### config.mk
export PLATFORM = sky130hd
export DESIGN_NAME = bus_mastership_requester
export DESIGN_NICKNAME = d
export VERILOG_FILES = /design/src/rtl/bmr_pkg.sv /design/src/rtl/bmr_sync.sv /design/src/rtl/bmr_take_timer.sv /design/src/rtl/bmr_release_policy.sv /design/src/rtl/bus_mastership_requester.sv
export SDC_FILE = /design/constraint.sdc
export NUM_CORES = 1
export LEC_CHECK = 0
export BUFFER_PORTS_ARGS = -buffer_cell sky130_fd_sc_hd__buf_4
export CORE_AREA = 2 2 39 41
export CTS_CLUSTER_DIAMETER = 120
export DETAILED_ROUTE_END_ITERATION = 8
export DIE_AREA = 0 0 41 43
export PLACE_DENSITY = 0.61
export SYNTH_ARGS = -nofsm -noshare
export SYNTH_HDL_FRONTEND = slang
export SYNTH_SLANG_ARGS = --single-unit
### constraint.sdc
create_clock -name clk -period 2.2 [get_ports clk]
set_input_delay 0.66 -clock clk [delete_from_list [all_inputs] [get_ports clk]]
set_output_delay 0.66 -clock clk [all_outputs]
set_load 0.01 [all_outputs]
### src/rtl/bmr_pkg.sv
package bmr_pkg;
  typedef enum logic [1:0] {
    RQ_IDLE = 2'd0,
    RQ_WAIT = 2'd1,
    RQ_HOLD = 2'd2,
    RQ_OWN  = 2'd3
  } rq_state_t;
endpackage

### src/rtl/bmr_sync.sv
module bmr_sync #(
  parameter int WIDTH     = 3,
  parameter int STAGES    = 2,
  parameter logic [WIDTH-1:0] RESET_VAL = '1
) (
  input  logic             clk,
  input  logic             rst,
  input  logic [WIDTH-1:0] d_i,
  output logic [WIDTH-1:0] q_o
);
  logic [WIDTH-1:0] chain [STAGES];

  genvar g;
  generate
    for (g = 0; g < STAGES; g++) begin : g_stage
      if (g == 0) begin : g_first
        always_ff @(posedge clk) begin
          if (rst) chain[g] <= RESET_VAL;
          else     chain[g] <= d_i;
        end
      end else begin : g_next
        always_ff @(posedge clk) begin
          if (rst) chain[g] <= RESET_VAL;
          else     chain[g] <= chain[g-1];
        end
      end
    end
  endgenerate

  assign q_o = chain[STAGES-1];
endmodule

### src/rtl/bmr_take_timer.sv
module bmr_take_timer #(
  parameter int MIN_GAP = 1
) (
  input  logic clk,
  input  logic rst,
  input  logic arm_i,
  input  logic free_i,
  output logic take_o
);
  localparam int CW = $clog2(MIN_GAP + 1) + 1;
  localparam logic [CW-1:0] LIMIT = CW'(MIN_GAP);

  logic [CW-1:0] cnt;

  assign take_o = arm_i && free_i && (cnt >= LIMIT);

  always_ff @(posedge clk) begin
    if (rst || !arm_i || !free_i) cnt <= '0;
    else if (cnt < LIMIT)         cnt <= cnt + 1'b1;
  end
endmodule

### src/rtl/bmr_release_policy.sv
module bmr_release_policy (
  input  logic clk,
  input  logic rst,
  input  logic owner_i,
  input  logic other_req_i,
  input  logic strobe_idle_i,
  input  logic local_req_i,
  input  logic local_last_i,
  output logic release_o
);
  logic seen_before_strobe;

  always_ff @(posedge clk) begin
    if (rst || !owner_i)    seen_before_strobe <= 1'b0;
    else if (strobe_idle_i) seen_before_strobe <= other_req_i;
  end

  assign release_o = owner_i && other_req_i
                  && (local_last_i || !local_req_i)
                  && (strobe_idle_i || seen_before_strobe);
endmodule

### src/rtl/bus_mastership_requester.sv
module bus_mastership_requester
  import bmr_pkg::*;
#(
  parameter int SYNC_STAGES = 2,
  parameter int MIN_GAP     = 1
) (
  input  logic clk,
  input  logic rst,
  input  logic local_req_i,
  input  logic local_last_i,
  input  logic bus_req_n_i,
  input  logic bus_busy_n_i,
  input  logic addr_strobe_n_i,
  output logic bus_req_n_o,
  output logic bus_busy_n_o,
  output logic local_grant_o
);
  localparam int NSIG = 3;

  logic [NSIG-1:0] raw_lines, sync_lines;
  logic other_req, bus_free, strobe_idle;
  logic take, rel;
  rq_state_t state, state_nx;

  assign raw_lines = {addr_strobe_n_i, bus_busy_n_i, bus_req_n_i};

  bmr_sync #(.WIDTH(NSIG), .STAGES(SYNC_STAGES), .RESET_VAL('1)) u_sync (
    .clk(clk), .rst(rst), .d_i(raw_lines), .q_o(sync_lines)
  );

  assign other_req   = !sync_lines[0];
  assign bus_free    =  sync_lines[1];
  assign strobe_idle =  sync_lines[2];

  bmr_take_timer #(.MIN_GAP(MIN_GAP)) u_timer (
    .clk(clk), .rst(rst), .arm_i(state == RQ_WAIT), .free_i(bus_free),
    .take_o(take)
  );

  bmr_release_policy u_policy (
    .clk(clk), .rst(rst), .owner_i(state == RQ_OWN), .other_req_i(other_req),
    .strobe_idle_i(strobe_idle), .local_req_i(local_req_i),
    .local_last_i(local_last_i), .release_o(rel)
  );

  always_comb begin
    state_nx = state;
    unique case (state)
      RQ_IDLE: if (local_req_i) state_nx = RQ_WAIT;
      RQ_WAIT: if (take)        state_nx = RQ_HOLD;
      RQ_HOLD: if (strobe_idle) state_nx = RQ_OWN;
      RQ_OWN:  if (rel)         state_nx = RQ_IDLE;
      default:                  state_nx = RQ_IDLE;
    endcase
  end

  always_ff @(posedge clk) begin
    if (rst) begin
      state         <= RQ_IDLE;
      bus_req_n_o   <= 1'b1;
      bus_busy_n_o  <= 1'b1;
      local_grant_o <= 1'b0;
    end else begin
      state         <= state_nx;
      bus_req_n_o   <= (state_nx != RQ_WAIT);
      bus_busy_n_o  <= !((state_nx == RQ_HOLD) || (state_nx == RQ_OWN));
      local_grant_o <= (state_nx == RQ_OWN);
    end
  end
endmodule

## Word-level counts from Yosys, hierarchy flattened

Memory sizes are Yosys's and may differ from the RTL's.
Cells that the tools add are included.

- Equality and inequality tests: 6
- Muxes and demuxes: 10
- Reductions and logical operators: 18
- Bitwise logic cells: 2
- $lt $le $gt $ge: 2
- Add/sub/neg operators: 1

Operator list:

| operator | number |
|---|---|
| 2-bit equality test (second input constant) | 4 |
| 2-bit two-way mux | 4 |
| 2-bit one-hot mux with 4 select lines | 1 |
| 1-bit zero test | 6 |
| 1-bit logical OR | 6 |
| 3-bit two-way mux | 2 |
| 1-bit logical AND | 5 |
| 1-bit two-way mux | 3 |
| 2-bit by 1-bit adder with 2-bit output (second input constant) | 1 |
| 2-bit by 1-bit equality test with 1-bit output (second input constant) | 1 |
| 2-bit by 1-bit >= comparator with 1-bit output (second input constant) | 1 |
| 2-bit zero test | 1 |
| 2-bit by 1-bit < comparator with 1-bit output (second input constant) | 1 |
| 2-bit by 1-bit inequality test with 1-bit output (second input constant) | 1 |
| 1-bit OR | 2 |

- Memories kept: 1
- Bits in writable memories: 6
- Word-level logic and storage cells: 46
- Flip-flop bits (word level): 8
- Output and inout bits: 3

Memories:

| memory | words | width | rd ports | clocked after Yosys merged registers in | write ports | line | source |
|---|---|---|---|---|---|---|---|
| u_sync.chain | 2 | 3 | 2 | 0 | 2 | bmr_sync.sv:11 | `logic [WIDTH-1:0] chain [STAGES];` |

## Depth between registers and ports, before layout

Gate-level depths: netlist (run 1).

- Word-level depth: 9
- Mapped depth: 4

## Modules after synthesis

A second synthesis (run 1) with hierarchy kept.

- Cells, all modules: 55
- Area, all modules: 580.6 sq um

By module, submodules not included:

| module | cells each | times used | sequential area each (sq um) | area an instance (sq um) |
|---|---|---|---|---|
| bus_mastership_requester | 25 | 1 | 100.1 | 245.2 |
| bmr_sync | 12 | 1 | 120.1 | 157.7 |
| bmr_take_timer | 12 | 1 | 40.0 | 118.9 |
| bmr_release_policy | 6 | 1 | 20.0 | 58.8 |

## Worst setup path after synthesis (run 1)

No wires, ideal clock.

- Path type: input-to-reg
- Start point: in local_req_i
- End point: reg state[0]
- Setup time: 0.147 ns
- Stages on the path: 3
- Arrival: 1.283 ns
- Buffers on the path: 0
- Setup slack: 0.769 ns
- Cells stage by stage: nor2b_1 o311ai_0 a311oi_1

- Cells in the longest elaborated chain, start to end: 6
- Elaborated cells on any way between the ends: 7
- Classes of those cells: 3 x mux; 4 x reduce/logical

RTL lines:

| what | line | source |
|---|---|---|
| start, declared | bus_mastership_requester.sv:9 | `input logic local_req_i,` |
| 1-bit zero test | bmr_release_policy.sv:19 | `&& (local_last_i \|\| !local_req_i)` |
| 1-bit logical OR | bmr_release_policy.sv:19 |  |
| 1-bit logical AND | bmr_release_policy.sv:19 |  |
| 1-bit logical AND | bmr_release_policy.sv:20 | `&& (strobe_idle_i \|\| seen_before_strobe);` |
| 2-bit two-way mux | bus_mastership_requester.sv:52 | `RQ_OWN: if (rel) state_nx = RQ_IDLE;` |
| 2-bit one-hot mux with 4 select lines * | bus_mastership_requester.sv:48 | `unique case (state)` |
| end signal, assigned | bus_mastership_requester.sv:64 | `state <= state_nx;` |
| end, declared | bus_mastership_requester.sv:23 | `rq_state_t state, state_nx;` |

Every way passes the cells marked *; elsewhere a longest branch is shown, timed or not.
A chain may end at the register's enable or synchronous reset.

## Worst setup path in the final report (run 1)

- Start point: reg bus_req_n_o
- End point: out bus_req_n_o

RTL lines:

| what | line | source |
|---|---|---|
| start, declared | bus_mastership_requester.sv:14 | `output logic bus_req_n_o,` |
| start signal, assigned | bus_mastership_requester.sv:65 | `bus_req_n_o <= (state_nx != RQ_WAIT);` |

No word-level cell between the ends.

==> results of run 1 <==
worst reg2reg max path: stages, from the launching register on:
cell,delay [ns]
dfxtp_1,0.35
inv_1,0.06
ha_1,0.21
o21ba_1,0.22
a311o_1,0.32
layer usage:
metal / vias to the layer above / track usage, % / part of all wire [%]
met5: - / 0 / 0
met4: 0 / 6.00 / 0.67
met3: 2 / 9.42 / 9.1
met2: 13 / 15.6 / 46
met1: 163 / 11.4 / 44
li1: 187 / - / -
layout make-up:
type / count / area, um2
well taps: 16 / 20.0
clock buffers: 3 / 22.5
fillers: 135 / 773
flip-flops and latches: 14 / 280
multi-input cells: 28 / 209
repair buffers: 9 / 67.6
inverters: 3 / 11.3
cell families after synthesis:
| group | after synthesis | synth area share (%) |
|---|---|---|
| xor gates and xnor gates | 1 | 1.72 |
| DFF | 14 | 55.0 |
| AOI/OAI and AO/OA | 9 | 15.5 |
| and+or+nand+nor | 15 | 17.0 |
| buffers and inverters | 5 | 3.93 |
| muxes | 1 | 1.97 |
| adders and majority gates | 2 | 4.91 |
power breakdown:
group / total (mW) / switching (mW) / internal (mW)
Sequential: 0.275 / 0.00862 / 0.266
Clock: 0.137 / 0.0739 / 0.0634
Combinational: 0.0490 / 0.0210 / 0.0279
Total: 0.461 / 0.104 / 0.357
state kept, by name, indices dropped and copies added (netlist names):
| signal | flops |
|---|---|
| local_grant_o | 1 |
| bus_req_n_o | 1 |
| u_timer.cnt | 2 |
| state | 2 |
| u_policy.seen_before_strobe | 1 |
| bus_busy_n_o | 1 |
| u_sync.chain | 6 |
how the worst max path moves through the flow:
stage,start,to,slack (ns),cells after the start
2_1_floorplan,local_req_i,state[0],0.77,3
3_3_place_gp,local_req_i,state[0],0.62,4
3_5_place_dp,local_req_i,state[0],0.57,4
4_1_cts,bus_req_n_o,bus_req_n_o,0.81,1
5_1_grt,local_req_i,state[0],0.73,4
6_report,bus_req_n_o,bus_req_n_o,0.83,1
per-stage QoR:
stage                     utilization (%)  power [mW]  cells  hold slack, ns  worst slack (ns)
after floorplan                         -       0.311     47           0.389             0.769
after global placement               42.5       0.329     70           0.392             0.616
after detailed placement             42.5       0.331     70           0.394             0.567
after CTS                            44.1       0.473     73           0.413             0.813
after global routing                 44.1       0.492     73           0.423             0.734
final                                44.1       0.461     73           0.410             0.831
cells in the final DEF, fill, tap and decap left out, drive strengths merged:
cell	n
a2111oi	1
a211oi	1
a21o	1
a311o	1
a311oi	2
buf	9
clkbuf	3
dfxtp	14
ha	2
inv	3
mux2i	1
nand2	2
nor2	1
nor2b	1
nor3	2
nor4	2
o21ba	1
o21bai	1
o311ai	1
or2	6
or3	1
xnor2	1
==> flow_summary.json, run 1 <==
{
  "status": "finished clean",
  "crit_fanout": 1,
  "synth_common_cells": "14 x dfxtp_1, 6 x or2_2, 3 x inv_1",
  "synth_top_area_share_pct": 55.0,
  "postPlaceCellArea_um2": 588,
  "clockBufferDepth": 2,
  "r2r_slack_ns": 0.91,
  "antenna_found_initial": 0,
  "synth_area_um2": 509,
  "cts_sinks": 14,
  "grt_util_all_layers_pct": 11.3,
  "worst-path-buf-inv": 1,
  "fp-row-count": 14,
  "yosysMostFrequentCell": "dfxtp_1",
  "synth_edf_count": 0,
  "r2r_end": "bus_busy_n_o",
  "synthCells": 47,
  "die-area_um2": 1760,
  "die-width_um": 41,
  "whs_path_depth": 1,
  "synthFlopType": "dfxtp_1",
  "leakage_nw": 0.250,
  "io_buffers": 9,
  "maxCapViolCount": 0,
  "grt.overflow.total": 0,
  "path_cells": "buf_4",
  "finalMaxSlewViolations": 0,
  "synth_area_leader_cell": "dfxtp_1",
  "criticalPathCategory": "flip-flop to primary output",
  "cts_tree": "done",
  "clock_skew_ns": 0.00810,
  "drive_gt1_share_pct": 35.1,
  "endpoint_kind": "primary output",
  "critical_path.slowest_cell": "dfxtp_1",
  "hp-start": "u_sync.chain[0][0]",
  "async_flop_share_pct": 0,
  "critical_path.top_delay_family": "flip-flops",
  "yosys_register_bits": 14,
  "hold_class": "flip-flop to flip-flop",
  "cts_buffers": 3,
  "vdd_drop_max_mv": 0.365,
  "setup_viol": 0,
  "p_per_area_nw_per_um2": 755,
  "min_to": "u_sync.chain[1][0]",
  "syn-num-nets": 56,
  "drt_iter0_drc": 1,
  "cts_hold_buf": 0,
  "worst_pin_slew_ns": 0.438,
  "clk_latency_ns": 0.27,
  "clock.fmax_mhz": 730,
  "cp-start-kind": "flip-flop",
  "cts_resized": 0,
  "postCtsSetupBuffers": 0,
  "synth.area.top_cells": "dfxtp_1 55%, or2_2 7.4%, ha_1 4.9%, a311oi_1 3.4%, nor4_1 2.5%",
  "wire_per_inst_um": 10.2,
  "vias": 365,
  "nNetsFinal": 68,
  "syn_to_final_growth_pct": 19.9,
  "grt_max_degree": 15,
  "ys_types": 23,
  "cp_slowest_stage_delay_ns": 0.30,
  "rsz0062_at_grt": "no",
  "ios": 10,
  "wl_um": 746,
  "finalCritPeriodShare_pct": 62.2,
  "grt_pass1_wl_um": 1240,
  "setup_tns_ns": 0,
  "h-tree-depth": 1,
  "gp_congestion": 0.610,
  "die_y_um": 43,
  "crit_arrival_ns": 0.71,
  "period_needed_ns": 1.37,
  "cts_root_buffer": "clkbuf_4",
  "stdcell_area_um2": 611,
  "first_global_vias": 309,
  "relSlewSlack_pct": 70.4,
  "dp_hpwl_um": 534,
  "seq_area_frac_synth_pct": 55.0,
  "cts.clk_slew.worst_paths_ns": 0.08,
  "avgSynthCellArea_um2": 10.8,
  "dr.pass1.iters": 3,
  "reg2reg_from": "u_timer.cnt[0]",
  "start_util_pct": 36.8,
  "post-route-drc-count": 0,
  "worstPathRequired_ns": 1.54,
  "vias_per_cell": 5.00,
  "finalHoldViolCount": 0,
  "core_um2": 1380,
  "ys_warn_count": 0,
  "drtAntennaViolNets": 0,
  "n_antenna_cell": 0,
  "rr_worst_depth": 4
}
(Power assumes the default switching activity.)
==> run 2, diff against run 1 <==
PLACE_DENSITY = 0.63   (was 0.61)
clock period = 1.1 ns   (was 2.2 ns; I/O delays follow)
==> run 2 against run 1 <==
Effect of this change: the run now ends with setup timing left; critical path type is now flip-flop to flip-flop; largest power group unchanged; clock-buffer cell count stayed put; non-clock buffer count is 2 higher; critical path depth is 3 higher; routed wire length is 10% higher; worst hold slack worse by 0.18 ns; highest routed layer unchanged; utilization is 3.4 points higher; design area is 7.8% higher; via count is 6.0% higher.
==> flow_summary.json, run 2 (synthesis gave the netlist of run 1 again) <==
{
  "status": "finished with violations",
  "violations": "setup timing",
  "postCtsSetupBuffers": 0,
  "timing.final.ws_setup_ns": -0.000197,
  "maxCapViolCount": 0,
  "pre_cts_ws_ns": -0.0899,
  "cp-start-kind": "flip-flop",
  "rr_worst_depth": 4,
  "setup_viol": 1,
  "finalHoldViolCount": 0,
  "die-area_um2": 1760,
  "fp-row-count": 14,
  "p_switching_uw": 223,
  "p_per_area_nw_per_um2": 1450,
  "n_antenna_cell": 0,
  "dp.cells": 72,
  "drive_gt1_share_pct": 52.5,
  "whs_ns": 0.232,
  "syn_to_final_growth_pct": 29.2,
  "clock.fmax_mhz": 909,
  "finalCritPeriodShare_pct": 100,
  "die-width_um": 41,
  "cts_root_buffer": "clkbuf_4",
  "dp_hpwl_um": 592,
  "largest-register": "u_sync.chain",
  "swShare_pct": 23.4,
  "final_common_cell": "buf_4",
  "seq_power_share_pct": 57.9,
  "largest_reg_flops": 6,
  "gp_congestion": 0.693,
  "die_y_um": 43,
  "wl_um": 824,
  "drtAntennaViolNets": 0,
  "period_needed_ns": 1.10,
  "r2r_slack_ns": -0.0002,
  "ios": 10,
  "cts_buffers": 3,
  "endpoint_kind": "flip-flop",
  "vias_per_cell": 5.16,
  "grt_max_degree": 15,
  "clockBufferDepth": 2,
  "min_to": "u_sync.chain[0][1]",
  "reg2reg_from": "u_timer.cnt[0]",
  "reg_top3": "u_sync.chain: 6 flops, state: 2 flops, u_timer.cnt: 2 flops",
  "h-tree-depth": 1,
  "cts_sinks": 14,
  "io_buffers": 9,
  "hp-start": "bus_busy_n_i",
  "antenna_found_initial": 0,
  "vdd_drop_max_mv": 0.744,
  "first_global_vias": 336,
  "rsz0062_at_grt": "yes",
  "dr.pass1.iters": 3,
  "hold_class": "input port to flip-flop",
  "vias": 387,
  "core_um2": 1380,
  "crit_arrival_ns": 1.27,
  "criticalPathCategory": "flip-flop to flip-flop",
  "grt.overflow.total": 0,
  "whs_path_depth": 2,
  "start_util_pct": 36.8,
  "worst_pin_slew_ns": 0.301,
  "crit_fanout": 3,
  "grt_util_all_layers_pct": 12.2,
  "cts.clk_slew.worst_paths_ns": 0.08,
  "finalMaxSlewViolations": 0,
  "p_int_uw": 730,
  "wire_per_inst_um": 11.0,
  "leakage_nw": 0.267,
  "cts_tree": "done",
  "drt_iter0_drc": 6,
  "worstPathRequired_ns": 1.27,
  "grt_pass1_wl_um": 1380,
  "clock_skew_ns": 0.00113,
  "layout.cells.non_filler": 75,
  "final_cell_mix": "11 x buf_4, 10 x dfxtp_1, 6 x or2_2, 4 x dfxtp_2, 3 x clkbuf_4",
  "p_comb_share_pct": 12.6,
  "relSlewSlack_pct": 79.9,
  "clk_latency_ns": 0.27,
  "nNetsFinal": 70,
  "clockPowerShare_pct": 29.6,
  "r2r_end": "bus_busy_n_o",
  "post-route-drc-count": 0
}
-- run 2: cell count changes in the layout (fill, tap and decap cells not counted), sizes merged --
| cell | delta |
|---|---|
| buf | +2 |
-- run 2: power groups by stage --
| stage | registers (mW) | logic (mW) | clock network, mW |
|---|---|---|---|
| 6_report | 0.551 | 0.120 | 0.282 |
| 3_3_place_gp | 0.562 | 0.117 | 0 |
| 5_1_grt | 0.556 | 0.134 | 0.321 |
| 2_1_floorplan | 0.561 | 0.0719 | 0 |
| 3_5_place_dp | 0.562 | 0.119 | 0 |
| 4_1_cts | 0.550 | 0.120 | 0.295 |
-- run 2: area by class of cell --
type	instances	area, um2
Multi-Input combinational cell	28	236
Tap cell	16	20.0
Clock buffer	3	22.5
Sequential cell	14	285
Fill cell	144	726
Timing Repair Buffer	11	82.6
Inverter	3	11.3
-- run 2: repair_timing --
action	4_1_cts	5_1_grt
endpoints found under the hold margin	0	0
gates cloned	0	0
hold buffers	0	0
resized for setup	0	3
setup endpoints to repair	1	6
-- run 2: worst max-delay path, cell delays in order, from the launching register on --
cell and delay [ns]:
dfxtp_2 0.34, inv_2 0.05, ha_4 0.15, o21ba_4 0.19, a311o_1 0.26
-- run 2: worst max path at each step --
stage,startpoint,to,slack (ns),cells after the start
final,u_timer.cnt[0],bus_busy_n_o,-0.0002,4
after CTS,u_timer.cnt[1],bus_busy_n_o,-0.002,4
after floorplan,u_timer.cnt[0],bus_busy_n_o,0.03,4
after global routing,u_timer.cnt[0],bus_busy_n_o,-0.06,4
after detailed placement,local_req_i,state[0],-0.09,4
after global placement,local_req_i,state[0],-0.05,4
-- run 2: routing by layer --
layer  up-vias  routed length (um)  global-route usage (%)
met1       183                 370                    15.6
met5         -                   0                       0
met4         0                  17                    10.0
li1        192                   -                       -
met2        10                 390                    15.3
met3         2                  46                    4.71
-- run 2: metrics by stage --
step                power (mW)  instance area [um2]  setup TNS (ns)  util, %
floorplan                0.633                  532               0        -
global placement         0.679                  626          -0.120     45.2
detailed placement       0.681                  626          -0.186     45.2
CTS                      0.964                  648        -0.00167     46.8
global route              1.01                  658         -0.0721     47.6
finish                   0.953                  658       -0.000197     47.6
==> run 3, diff against run 2 <==
CTS_CLUSTER_DIAMETER = not set   (was 120)
REMOVE_ABC_BUFFERS = 1   (was not set)
==> run 3 against run 2 <==
Effect of this change: the run still ends with setup timing left; via count increased by 2.6%; worst hold slack about the same; cell count increased by 11%; global-route usage decreased by 0.28 points; combinational power increased by 37%; maximum frequency decreased by 4.1%; sequential share of layout area decreased by 5.9 points; sequential cell count unchanged; register-to-register slack got worse by 0.05 ns; non-clock buffer count increased by 7; critical path type unchanged; highest routed layer is now met3.
==> flow_summary.json, run 3 (synthesis gave the netlist of run 1 again) <==
{
  "drtAntennaViolNets": 0,
  "dr.pass1.iters": 3,
  "finalHoldViolCount": 0,
  "wl_um": 818,
  "clock.fmax_mhz": 872,
  "final_common_cell": "buf_4",
  "wire_per_inst_um": 9.86,
  "r2r_slack_ns": -0.05,
  "clockBufferDepth": 2,
  "postCtsSetupBuffers": 0,
  "drt_iter0_drc": 2,
  "clock_skew_ns": 0.00148,
  "total_power_mw": 1.07,
  "dp_hpwl_um": 587,
  "worstPathRequired_ns": 1.26,
  "antenna_found_initial": 0,
  "cts_root_buffer": "clkbuf_4",
  "stdcell_area_um2": 756,
  "post-route-drc-count": 0,
  "postPlaceCellArea_um2": 656,
  "ios": 10,
  "setup_viol": 1,
  "vdd_drop_max_mv": 0.649,
  "start_util_pct": 36.8,
  "vias": 397,
  "leakage_nw": 0.321,
  "maxCapViolCount": 0,
  "violations": "setup timing",
  "syn_to_final_growth_pct": 48.4,
  "h-tree-depth": 1,
  "cts_tree": "done",
  "largest-register": "u_sync.chain",
  "period_needed_ns": 1.15,
  "first_global_vias": 375,
  "cts_sinks": 14,
  "finalCritPeriodShare_pct": 104,
  "drive_gt1_share_pct": 62.7,
  "crit_arrival_ns": 1.31,
  "grt.overflow.total": 0,
  "grt_pass1_wl_um": 1420,
  "criticalPathCategory": "flip-flop to flip-flop",
  "finalMaxSlewViolations": 0,
  "relSlewSlack_pct": 79.1,
  "p_per_area_nw_per_um2": 1420,
  "cts_buffers": 3,
  "final_cell_mix": "16 x buf_4, 12 x dfxtp_1, 6 x or2_2, 3 x clkbuf_4",
  "gp_congestion": 0.640,
  "rsz0062_at_grt": "yes",
  "n_antenna_cell": 0,
  "worst_pin_slew_ns": 0.305,
  "grt_util_all_layers_pct": 11.9,
  "cts.clk_slew.worst_paths_ns": 0.08,
  "largest_reg_flops": 6,
  "timing.final.ws_setup_ns": -0.0472,
  "status": "finished with violations",
  "nNetsFinal": 77,
  "cp-start-kind": "flip-flop",
  "vias_per_cell": 4.78,
  "fillerInstances": 124,
  "io_buffers": 9,
  "endpoint_kind": "flip-flop",
  "die-area_um2": 1760,
  "hold_class": "input port to flip-flop",
  "die-width_um": 41,
  "die_y_um": 43,
  "reg_top3": "u_sync.chain: 6 flops, state: 2 flops, u_timer.cnt: 2 flops",
  "grt_max_degree": 15,
  "core_um2": 1380,
  "crit_fanout": 3,
  "fp-row-count": 14,
  "clk_latency_ns": 0.27
}
==> run 3: changes by cell type in the layout (fill, tap and decap cells not counted), moves of 2 or more <==
cell and change:
buf_4 +5, dfxtp_1 +2, buf_6 +2, dfxtp_2 -2
==> run 3: critical path, stage by stage (launching register included) <==
cell and delay (ns):
dfxtp_2 0.34, inv_2 0.04, ha_2 0.19, o21ba_4 0.20, a311o_1 0.27
==> run 3: worst paths after layout <==
| path | from | cells after the start | endpoint |
|---|---|---|---|
| setup / recovery | u_timer.cnt[1] | 4 | bus_busy_n_o |
| hold / removal | bus_busy_n_i | 2 | u_sync.chain[0][1] |
| setup reg to reg | u_timer.cnt[1] | 4 | bus_busy_n_o |
| hold reg to reg | u_sync.chain[0][0] | 1 | u_sync.chain[1][0] |
==> run 3: layer usage <==
metal	share of wire (%)	wire [um]	track usage, %
met5	0	0	0
met4	0	0	6.00
met3	6.7	55	4.71
met2	44	363	16.9
met1	49	399	15.1
==> run 3: final cells by class <==
cell class,instances,area [um2],share of cell area [%]
clock buffers,4,36.3,4.80
well taps,16,20.0,2.65
repair buffers,18,143,18.9
multi-input cells,28,263,34.8
inverters,3,11.3,1.49
flip-flops and latches,14,283,37.4
==> run 3: repair_timing <==
action                     in CTS  in global routing
pin swaps                       6                  2
setup endpoints to repair       5                  8
hold buffers                    0                  0
gates resized for setup        14                  3
==> run 3: power by group <==
part	switching [mW]	internal (mW)
registers	0.0130	0.533
clock network	0.162	0.201
logic	0.0666	0.0972
total	0.241	0.831
==> run 3: stage by stage <==
| stage | cells | setup slack [ns] | TNS (ns) | utilization (%) | hold WS [ns] |
|---|---|---|---|---|---|
| after CTS | 83 | -0.0382 | -0.0735 | 53.2 | 0.224 |
| after floorplan | 45 | -0.0883 | -0.0889 | - | 0.389 |
| final | 83 | -0.0472 | -0.0472 | 54.6 | 0.232 |
| after global routing | 83 | -0.0766 | -0.334 | 54.6 | 0.223 |
| after global placement | 79 | -0.149 | -0.463 | 47.4 | 0.392 |
| after detailed placement | 79 | -0.201 | -0.579 | 47.4 | 0.396 |
